===== config.mk =====
export PLATFORM = sky130hd
export DESIGN_NAME = pwm_handoff
export DESIGN_NICKNAME = d
export VERILOG_FILES = /design/src/rtl/pwmho_pkg.sv /design/src/rtl/pwmho_edge_qual.sv /design/src/rtl/pwmho_datapath.sv /design/src/rtl/pwmho_control.sv /design/src/rtl/pwm_handoff.sv
export SDC_FILE = /design/constraint.sdc
export NUM_CORES = 1
export LEC_CHECK = 0
export ABC_AREA = 1
export BUFFER_PORTS_ARGS = -buffer_cell sky130_fd_sc_hd__buf_2
export CAP_MARGIN = 10
export CORE_MARGIN = 2
export CORE_UTILIZATION = 58
export DETAILED_ROUTE_END_ITERATION = 6
export GPL_ROUTABILITY_DRIVEN = 0
export HOLD_SLACK_MARGIN = 0.12
export PLACE_DENSITY = 0.77
export RECOVER_POWER = 50
export SYNTH_ARGS = -nofsm -noshare
export SYNTH_HDL_FRONTEND = slang
export SYNTH_HIERARCHICAL = 1
export SYNTH_SLANG_ARGS = --single-unit

===== constraint.sdc =====
create_clock -name clk -period 2.2 [get_ports clk]
set_input_delay 0.11 -clock clk [delete_from_list [all_inputs] [get_ports clk]]
set_output_delay 0.11 -clock clk [all_outputs]
set_load 0.05 [all_outputs]

===== src/rtl/pwmho_pkg.sv =====
package pwmho_pkg;

  // strobes from control to datapath
  typedef struct packed {
    logic cntRestart;
  } ctlStrobe_t;

  // status from datapath to control
  typedef struct packed {
    logic startOk;
    logic stopOk;
    logic wrap;
    logic onDone;
    logic limitZero;
  } dpStatus_t;

endpackage


===== src/rtl/pwmho_edge_qual.sv =====
module pwmho_edge_qual #(
  parameter int MIN_W = 6,
  parameter int MAX_W = 50
) (
  input  logic clk,
  input  logic rst_n,
  input  logic pulseIn,
  output logic pulseOk
);
  localparam int LEN_W = $clog2(MAX_W + 2);
  localparam logic [LEN_W-1:0] LEN_SAT = LEN_W'(MAX_W + 1);
  localparam logic [LEN_W-1:0] LEN_MIN = LEN_W'(MIN_W);
  localparam logic [LEN_W-1:0] LEN_MAX = LEN_W'(MAX_W);

  logic [1:0]       syncQ;
  logic             prevQ;
  logic [LEN_W-1:0] hiLen;
  logic             fallSeen;

  always_ff @(posedge clk) begin
    if (!rst_n) begin
      syncQ <= '0;
      prevQ <= 1'b0;
      hiLen <= '0;
    end else begin
      syncQ <= {syncQ[0], pulseIn};
      prevQ <= syncQ[1];
      if (syncQ[1]) begin
        if (hiLen != LEN_SAT) hiLen <= hiLen + 1'b1;
      end else begin
        hiLen <= '0;
      end
    end
  end

  // width is known once the synchronized pulse ends
  assign fallSeen = prevQ & ~syncQ[1];
  assign pulseOk  = fallSeen && (hiLen >= LEN_MIN) && (hiLen <= LEN_MAX);

endmodule


===== src/rtl/pwmho_datapath.sv =====
module pwmho_datapath
  import pwmho_pkg::*;
#(
  parameter int PERIOD_CYC = 100,
  parameter int DUTY_PCT   = 72,
  parameter int MIN_W      = 6,
  parameter int MAX_W      = 50,
  localparam int PHASE_W   = $clog2(PERIOD_CYC)
) (
  input  logic               clk,
  input  logic               rst_n,
  input  logic               startIn,
  input  logic               stopIn,
  input  logic [PHASE_W-1:0] ssLimit,
  input  ctlStrobe_t         ctl,
  output dpStatus_t          stat
);
  localparam int MAX_ON = PERIOD_CYC * DUTY_PCT / 100;
  localparam logic [PHASE_W-1:0] PHASE_LAST = PHASE_W'(PERIOD_CYC - 1);
  localparam logic [PHASE_W-1:0] ON_CAP     = PHASE_W'(MAX_ON);

  logic [1:0]         chanIn;
  logic [1:0]         chanOk;
  logic [PHASE_W-1:0] phase;
  logic [PHASE_W-1:0] onLimit;

  assign chanIn = {stopIn, startIn};

  for (genvar ch = 0; ch < 2; ch++) begin : g_chan
    pwmho_edge_qual #(
      .MIN_W(MIN_W),
      .MAX_W(MAX_W)
    ) u_qual (
      .clk    (clk),
      .rst_n  (rst_n),
      .pulseIn(chanIn[ch]),
      .pulseOk(chanOk[ch])
    );
  end

  always_ff @(posedge clk) begin
    if (!rst_n) begin
      phase <= '0;
    end else if (ctl.cntRestart || phase == PHASE_LAST) begin
      phase <= '0;
    end else begin
      phase <= phase + 1'b1;
    end
  end

  always_comb begin
    onLimit = (ssLimit > ON_CAP) ? ON_CAP : ssLimit;
    stat.startOk   = chanOk[0];
    stat.stopOk    = chanOk[1];
    stat.wrap      = (phase == PHASE_LAST);
    stat.limitZero = (onLimit == '0);
    stat.onDone    = (phase >= onLimit - 1'b1);
  end

endmodule


===== src/rtl/pwmho_control.sv =====
module pwmho_control
  import pwmho_pkg::*;
(
  input  logic       clk,
  input  logic       rst_n,
  input  dpStatus_t  stat,
  input  logic       ocFlag,
  input  logic       faultReq,
  output ctlStrobe_t ctl,
  output logic       gateOn
);
  logic lockQ;
  logic gateQ;
  logic setReq;
  logic clrReq;

  always_comb begin
    setReq = ~stat.limitZero & (lockQ ? stat.startOk : stat.wrap);
    clrReq = faultReq | ocFlag | stat.stopOk | (gateQ & stat.onDone);
    ctl.cntRestart = faultReq | (lockQ & stat.startOk);
  end

  always_ff @(posedge clk) begin
    if (!rst_n) begin
      gateQ <= 1'b0;
      lockQ <= 1'b0;
    end else begin
      // reset-dominant latch
      if (clrReq)      gateQ <= 1'b0;
      else if (setReq) gateQ <= 1'b1;
      if (faultReq)         lockQ <= 1'b0;
      else if (stat.stopOk) lockQ <= 1'b1;
    end
  end

  assign gateOn = gateQ;

endmodule


===== src/rtl/pwm_handoff.sv =====
module pwm_handoff
  import pwmho_pkg::*;
#(
  parameter int PERIOD_CYC = 100,
  parameter int DUTY_PCT   = 72,
  parameter int MIN_W      = 6,
  parameter int MAX_W      = 50,
  localparam int PHASE_W   = $clog2(PERIOD_CYC)
) (
  input  logic               clk,
  input  logic               rst_n,
  input  logic               startEdge,
  input  logic               stopEdge,
  input  logic               ocFlag,
  input  logic               faultReq,
  input  logic [PHASE_W-1:0] ssLimit,
  output logic               gateOn
);
  ctlStrobe_t ctl;
  dpStatus_t  stat;

  pwmho_datapath #(
    .PERIOD_CYC(PERIOD_CYC),
    .DUTY_PCT  (DUTY_PCT),
    .MIN_W     (MIN_W),
    .MAX_W     (MAX_W)
  ) u_dp (
    .clk    (clk),
    .rst_n  (rst_n),
    .startIn(startEdge),
    .stopIn (stopEdge),
    .ssLimit(ssLimit),
    .ctl    (ctl),
    .stat   (stat)
  );

  pwmho_control u_ctl (
    .clk     (clk),
    .rst_n   (rst_n),
    .stat    (stat),
    .ocFlag  (ocFlag),
    .faultReq(faultReq),
    .ctl     (ctl),
    .gateOn  (gateOn)
  );

endmodule


==> results of run 1 <==
-- where the power goes --
group / leakage, nW / internal [mW] / total (mW) / switching [mW]
Sequential: 0.219 / 0.496 / 0.501 / 0.00495
Combinational: 0.631 / 0.0492 / 0.107 / 0.0576
Clock: 0.0150 / 0.0708 / 0.208 / 0.137
-- cell usage in the layout (no fill, tap or decap), drive strengths merged, types with 5 or more instances in the layout --
cell type    count
ha              14
clkbuf           6
dfxtp           27
o21ai            5
buf             14
nand2           61
nor2            40
inv             35
nand3           19
dlygate4sd3      7
a21oi           14
-- flip-flops by register name, summed over array words and instances (netlist names) --
name / count
u_dp/g_chan.u_qual/hiLen: 12
u_dp/phase: 7
u_dp/g_chan.u_qual/syncQ: 4
u_dp/g_chan.u_qual/prevQ: 2
u_ctl/gateOn: 1
u_ctl/lockQ: 1
-- metal layers --
metal,vias up,routed length (um),GRT usage [%]
li1,796,-,-
met1,619,1370,25.0
met2,9,1310,32.9
met3,2,54,2.76
met4,0,24,7.14
met5,-,0,0
-- path summary, 6_finish.rpt --
check / start / slack (ns) / endpoint
worst max-delay path: ssLimit[4] / 0.37 / u_ctl/gateOn
worst min-delay path: ssLimit[6] / 0.19 / u_ctl/gateOn
worst max register to register: u_dp/g_chan[0].u_qual/hiLen[0] / 0.58 / u_dp/phase[6]
worst min register to register: u_dp/g_chan[1].u_qual/syncQ[0] / 0.43 / u_dp/g_chan[1].u_qual/syncQ[1]
-- critical path: stages --
cell	delay (ns)
buf_2	0.11
inv_1	0.11
nand2_1	0.07
nand2_1	0.07
nand2_1	0.06
nand2_2	0.07
nand2_1	0.07
ha_1	0.23
nand3_1	0.10
xor2_1	0.15
nand2_1	0.07
ha_1	0.31
a21oi_1	0.16
o21a_1	0.12
nand3_1	0.06
nand2_1	0.07
nand3_1	0.08
a21oi_2	0.10
-- cell type report --
| class | count | area share (%) |
|---|---|---|
| Clock buffer | 4 | 1.45 |
| Sequential cell | 27 | 29.7 |
| Multi-Input combinational cell | 173 | 50.9 |
| Inverter | 35 | 7.23 |
| Tap cell | 31 | 2.13 |
| Timing Repair Buffer | 23 | 8.53 |
-- logic make-up (layout without fill, tap and decap cells) --
logic type      count (synthesis)  after routing  share of synthesized area [%]
fa+ha+maj                      14             14                           10.9
xor+xnor                        7              7                           3.81
compound gates                 23             23                           8.01
simple gates                  129            129                           35.5
flops                          27             27                           33.6
buf+inv                        35             62                           8.17
-- stage by stage --
stage               setup WS [ns]  area [sq um]  power [mW]  cells  utilization (%)
floorplan                   0.242          1610       0.575    235                -
global placement           0.0467          1730       0.608    282             64.6
detailed placement         0.0477          1730       0.610    282             64.6
CTS                         0.379          1830       0.828    293             68.1
global route                0.136          1820       0.863    293             67.7
finish                      0.367          1820       0.816    293             67.7
==> out/qor.txt, run 1 <==
final setup violation count = 0
area of the multi-input gates = 926 sq um
DRT Pass-1 Iters = 4
Synth Cell Area = 1610 sq um
EDFF count, synth = 0
TritonCTS sink count = 27
Synth area leaders = dfxtp_1, nand2_1, ha_1, nor2_1, inv_1
Post-Synthesis Cells = 235
initial drt markers = 34
CTS-repair resized insts = 0
antenna violations before repair = 0
Max Slew Vio Count = 0
Post-DP HPWL = 2110 um
largest net degree at the start of global routing = 15
reg2reg path depth = 11
IO buf count = 13
syn_nets = 262
Leak Pwr = 0.865 nW
root buf cell = clkbuf_4
Post-CTS Hold Fix Bufs = 7
vias in the first global route = 1,257
yosys warns = 6
PD cells = 449 nW/um^2
most frequent cell after synthesis = nand2_1
Initial Util = 59.9%
nets = 290
setup bufs post-CTS = 0
Reg clk slew, reported paths = 0.13 ns
clock network latency to the later pin of the worst-skew pair = 0.32 ns
drc violations = 0
TritonCTS clock tree = done
Max Fanout on Critical Path = 4
post-synthesis async set-or-reset flop share = 0%
Final period util = 83.3%
clk buf depth = 2
Tmin final = 1.83 ns
share of cells above drive strength 1 = 9.92%
hold_ws = 0.187 ns
Worst setup EP type = register
status = finished clean
Rows = 19
drt wl/cell = 9.42 um
total track usage = 19.4%
Boundary Pins = 14
register area = 541 sq um
first-pass GRT wire length = 5010 um
Via-to-Cell Ratio = 4.87
drt total wl = 2760 um
n_diodes = 0
Layout fillers = 259
Worst EP required = 2.46 ns
Hold Path Class = in -> reg
Seq/Total Area, Yosys = 33.6%
area grow syn2layout = 13.1%
Avg Synthesized Cell Area = 6.84 sq um
largest area contributor in the netlist = dfxtp_1
startpoint types = input port
critical path class = in -> reg
Die ar. = 3210 sq um
core area = 2690 sq um
RSZ-0062 raised after global routing = no
Final Hold Fails = 0
Critical Path AT = 2.09 ns
final global-route overflow total = 0
antenna-violating nets left = 0
relative slew slack = 60.8%
via count = 1,426
H-tree depth = 1
Die H = 56.7 um
Yosys cell types = 21
DIE WIDTH = 56.7 um
max cap viols = 0
Post-synth top flop = dfxtp_1
clock skew = 0.00865 ns
area share of the largest cell type after synthesis = 33.6%
Slew @ Worst Pin = 0.591 ns
hold path cells = 5
Synth top cells by count = nand2_1, nor2_1, inv_1
#FFs+latches synth = 27
max frequency = 545 MHz
CTS Buf Count = 3
Peak VDD IR = 0.527 mV
Fin Setup TNS = 0 ns
(Power assumes the default switching activity.)
==> run 2, diff against run 1 <==
- clock period: 2.2 -> 1.85 ns (I/O delays scaled with it)
==> out/qor.txt, run 2 (synthesized netlist as in run 1, its figures left out) <==
drc violations = 0 (unchanged)
Worst setup EP type = register
initial drt markers = 35 (+2.9%)
antenna violations before repair = 0 (unchanged)
final global-route overflow total = 0 (unchanged)
Slew @ Worst Pin = 0.589 ns (-0.00160 ns)
fin area = 2020 sq um (+11%)
Tmin final = 1.82 ns
clock skew = 0.00230 ns (-0.00635 ns)
drt total wl = 3130 um (+14%)
startpoint types = input port
clk buf depth = 2 (unchanged)
max frequency = 550 MHz
area grow syn2layout = 25.7%
DIE WIDTH = 56.7 um (unchanged)
Comb power frac = 17.6% (+4.5 points)
Reg clk slew, reported paths = 0.13 ns (about the same)
Net Switching = 255 uW (+28%)
most common cell after layout, fill and taps aside = nand2_1
Post-DP HPWL = 2170 um (+2.6%)
largest register by flop count = u_dp/g_chan.u_qual/hiLen
Leak Pwr = 0.947 nW (+9.5%)
TritonCTS clock tree = done
internal power = 763 uW (+24%)
share of cells above drive strength 1 = 20.6% (+11 points)
final setup violation count = 0 (unchanged)
register share of total power = 58.5% (-3.0 points)
Die ar. = 3210 sq um (unchanged)
max cap viols = 0 (unchanged)
most frequent cells in the layout = nand2_1, nor2_1, inv_1, dfxtp_1, buf_4
Peak VDD IR = 0.505 mV (-4.1%)
most frequent CP cell = nand2_1
Largest regs = u_dp/g_chan.u_qual/hiLen (12), u_dp/phase (7), u_dp/g_chan.u_qual/syncQ (4)
H-tree depth = 1 (unchanged)
largest net degree at the start of global routing = 15 (unchanged)
placed standard-cell area = 1840 sq um (+6.1%)
Max Fanout on Critical Path = 3 (-1)
met3 Use GR = 3.46% (+0.69 points)
via count = 1,494 (+4.8%)
IO buf count = 13 (unchanged)
GR Util met1 = 25.1% (+0.11 points)
root buf cell = clkbuf_4
nets = 305 (+5.2%)
core area = 2690 sq um (unchanged)
antenna-violating nets left = 0 (unchanged)
Max Slew Vio Count = 0 (unchanged)
PD cells = 504 nW/um^2 (+12%)
hold_ws = 0.203 ns (+0.0164 ns)
max incr delay on CP = 0.30 ns (about the same)
Most Crowded Layer GR = met2
crit path cell chain = buf_2 > inv_2 > nand2_1 > nand2_1 > nand2_1 > nand2_2 > nand2_2 > buf_4 > ha_1 > ha_1 > nand2_1 > o21ai_0 > nand2_1 > nand3_1 > nand2_1 > nand3_2 > a21oi_2
crit-path leading delay family = simple AND/OR/NAND/NOR gates
max FFs per register = 12 (unchanged)
total track usage = 20.1% (+0.66 points)
n_diodes = 0 (unchanged)
Die H = 56.7 um (unchanged)
relative slew slack = 60.9% (+0.11 points)
CTS Buf Count = 3 (unchanged)
Hold Path Class = in -> reg
Net Sw Frac = 25.0% (+0.62 points)
Slowest-stage cell, CP = ha_1
critical path class = in -> reg
Boundary Pins = 14 (unchanged)
Layout fillers = 210 (-19%)
Buf/Inv on CP = 3 (+1)
Rows = 19 (unchanged)
Via-to-Cell Ratio = 4.85 (-0.33%)
Initial Util = 59.9% (unchanged)
Final Hold Fails = 0 (unchanged)
vias in the first global route = 1,318 (+4.9%)
clock share of power = 24.0% (-1.4 points)
drt wl/cell = 10.2 um (+8.1%)
met2 Usage GRT = 35.5% (+2.7 points)
TritonCTS sink count = 27 (unchanged)
status = finished clean
Worst EP required = 2.08 ns (-0.38 ns)
DRT Pass-1 Iters = 4 (unchanged)
Final period util = 98.3%
clock network latency to the later pin of the worst-skew pair = 0.31 ns (about the same)
first-pass GRT wire length = 5200 um (+3.9%)
Critical Path AT = 2.05 ns (-0.04 ns)
[run 2: cell types whose count changed in the layout (fill, tap and decap cells not counted), moves of 4 or more]
cell     change
buf_4       +15
inv_1        -4
inv_2        +4
nand3_1      -4
nand3_2      +4
[run 2: power by group through the flow]
stage          clock (mW)  combinational [mW]  sequential [mW]
2_1_floorplan           0              0.0778            0.608
3_3_place_gp            0               0.140            0.608
3_5_place_dp            0               0.142            0.608
4_1_cts             0.262               0.154            0.596
5_1_grt             0.276               0.200            0.597
6_report            0.244               0.179            0.596
[run 2: routing by layer]
metal | wire (um) | vias to the layer above | share of wire [%]
met5 | 0 | - | 0
met4 | 36 | 0 | 1.1
li1 | - | 816 | -
met2 | 1630 | 18 | 52
met3 | 61 | 4 | 1.9
met1 | 1410 | 656 | 45
[run 2: metrics by stage]
| step | cells | total power [mW] | TNS, ns | util, % | setup WS, ns |
|---|---|---|---|---|---|
| after detailed placement | 295 | 0.750 | -0.284 | 68.5 | -0.284 |
| after global placement | 295 | 0.748 | -0.245 | 68.5 | -0.245 |
| after global routing | 308 | 1.07 | -0.0751 | 75.2 | -0.0751 |
| after floorplan | 235 | 0.686 | 0 | - | 0.00448 |
| final | 308 | 1.02 | 0 | 75.2 | 0.0320 |
| after CTS | 306 | 1.01 | 0 | 72.1 | 0.0514 |
[run 2: cell type report]
class	instances	area (sq um)	area share, %
Tap cell	31	38.8	1.92
Timing Repair Buffer	38	280	13.9
Sequential cell	27	541	26.7
Multi-Input combinational cell	173	1000	49.7
Clock buffer	4	26.3	1.30
Inverter	35	131	6.50
[run 2: worst reg2reg max path, delay by kind of cell, from the launching register on]
kind | cells | cell delay, ns
compound gates | 1 | 0.14
flops | 1 | 0.38
fa+ha+maj | 1 | 0.19
simple gates | 8 | 0.73
[run 2: path summary, 6_finish.rpt]
| kind | start | endpoint | slack (ns) | cells after the start |
|---|---|---|---|---|
| setup / recovery | ssLimit[4] | u_ctl/gateOn | 0.03 | 17 |
| hold / removal | ssLimit[6] | u_ctl/gateOn | 0.20 | 6 |
| setup reg to reg | u_dp/g_chan[0].u_qual/hiLen[1] | u_dp/phase[0] | 0.36 | 10 |
| hold reg to reg | u_dp/g_chan[1].u_qual/syncQ[0] | u_dp/g_chan[1].u_qual/syncQ[1] | 0.43 | 2 |
[run 2: timing repair]
| action | 4_1_cts | 5_1_grt |
|---|---|---|
| setup buffers | 0 | 2 |
| hold endpoints to repair | 6 | 0 |
| gates resized for setup | 0 | 16 |
| setup endpoints to repair | 0 | 1 |
| hold buffers | 7 | 0 |
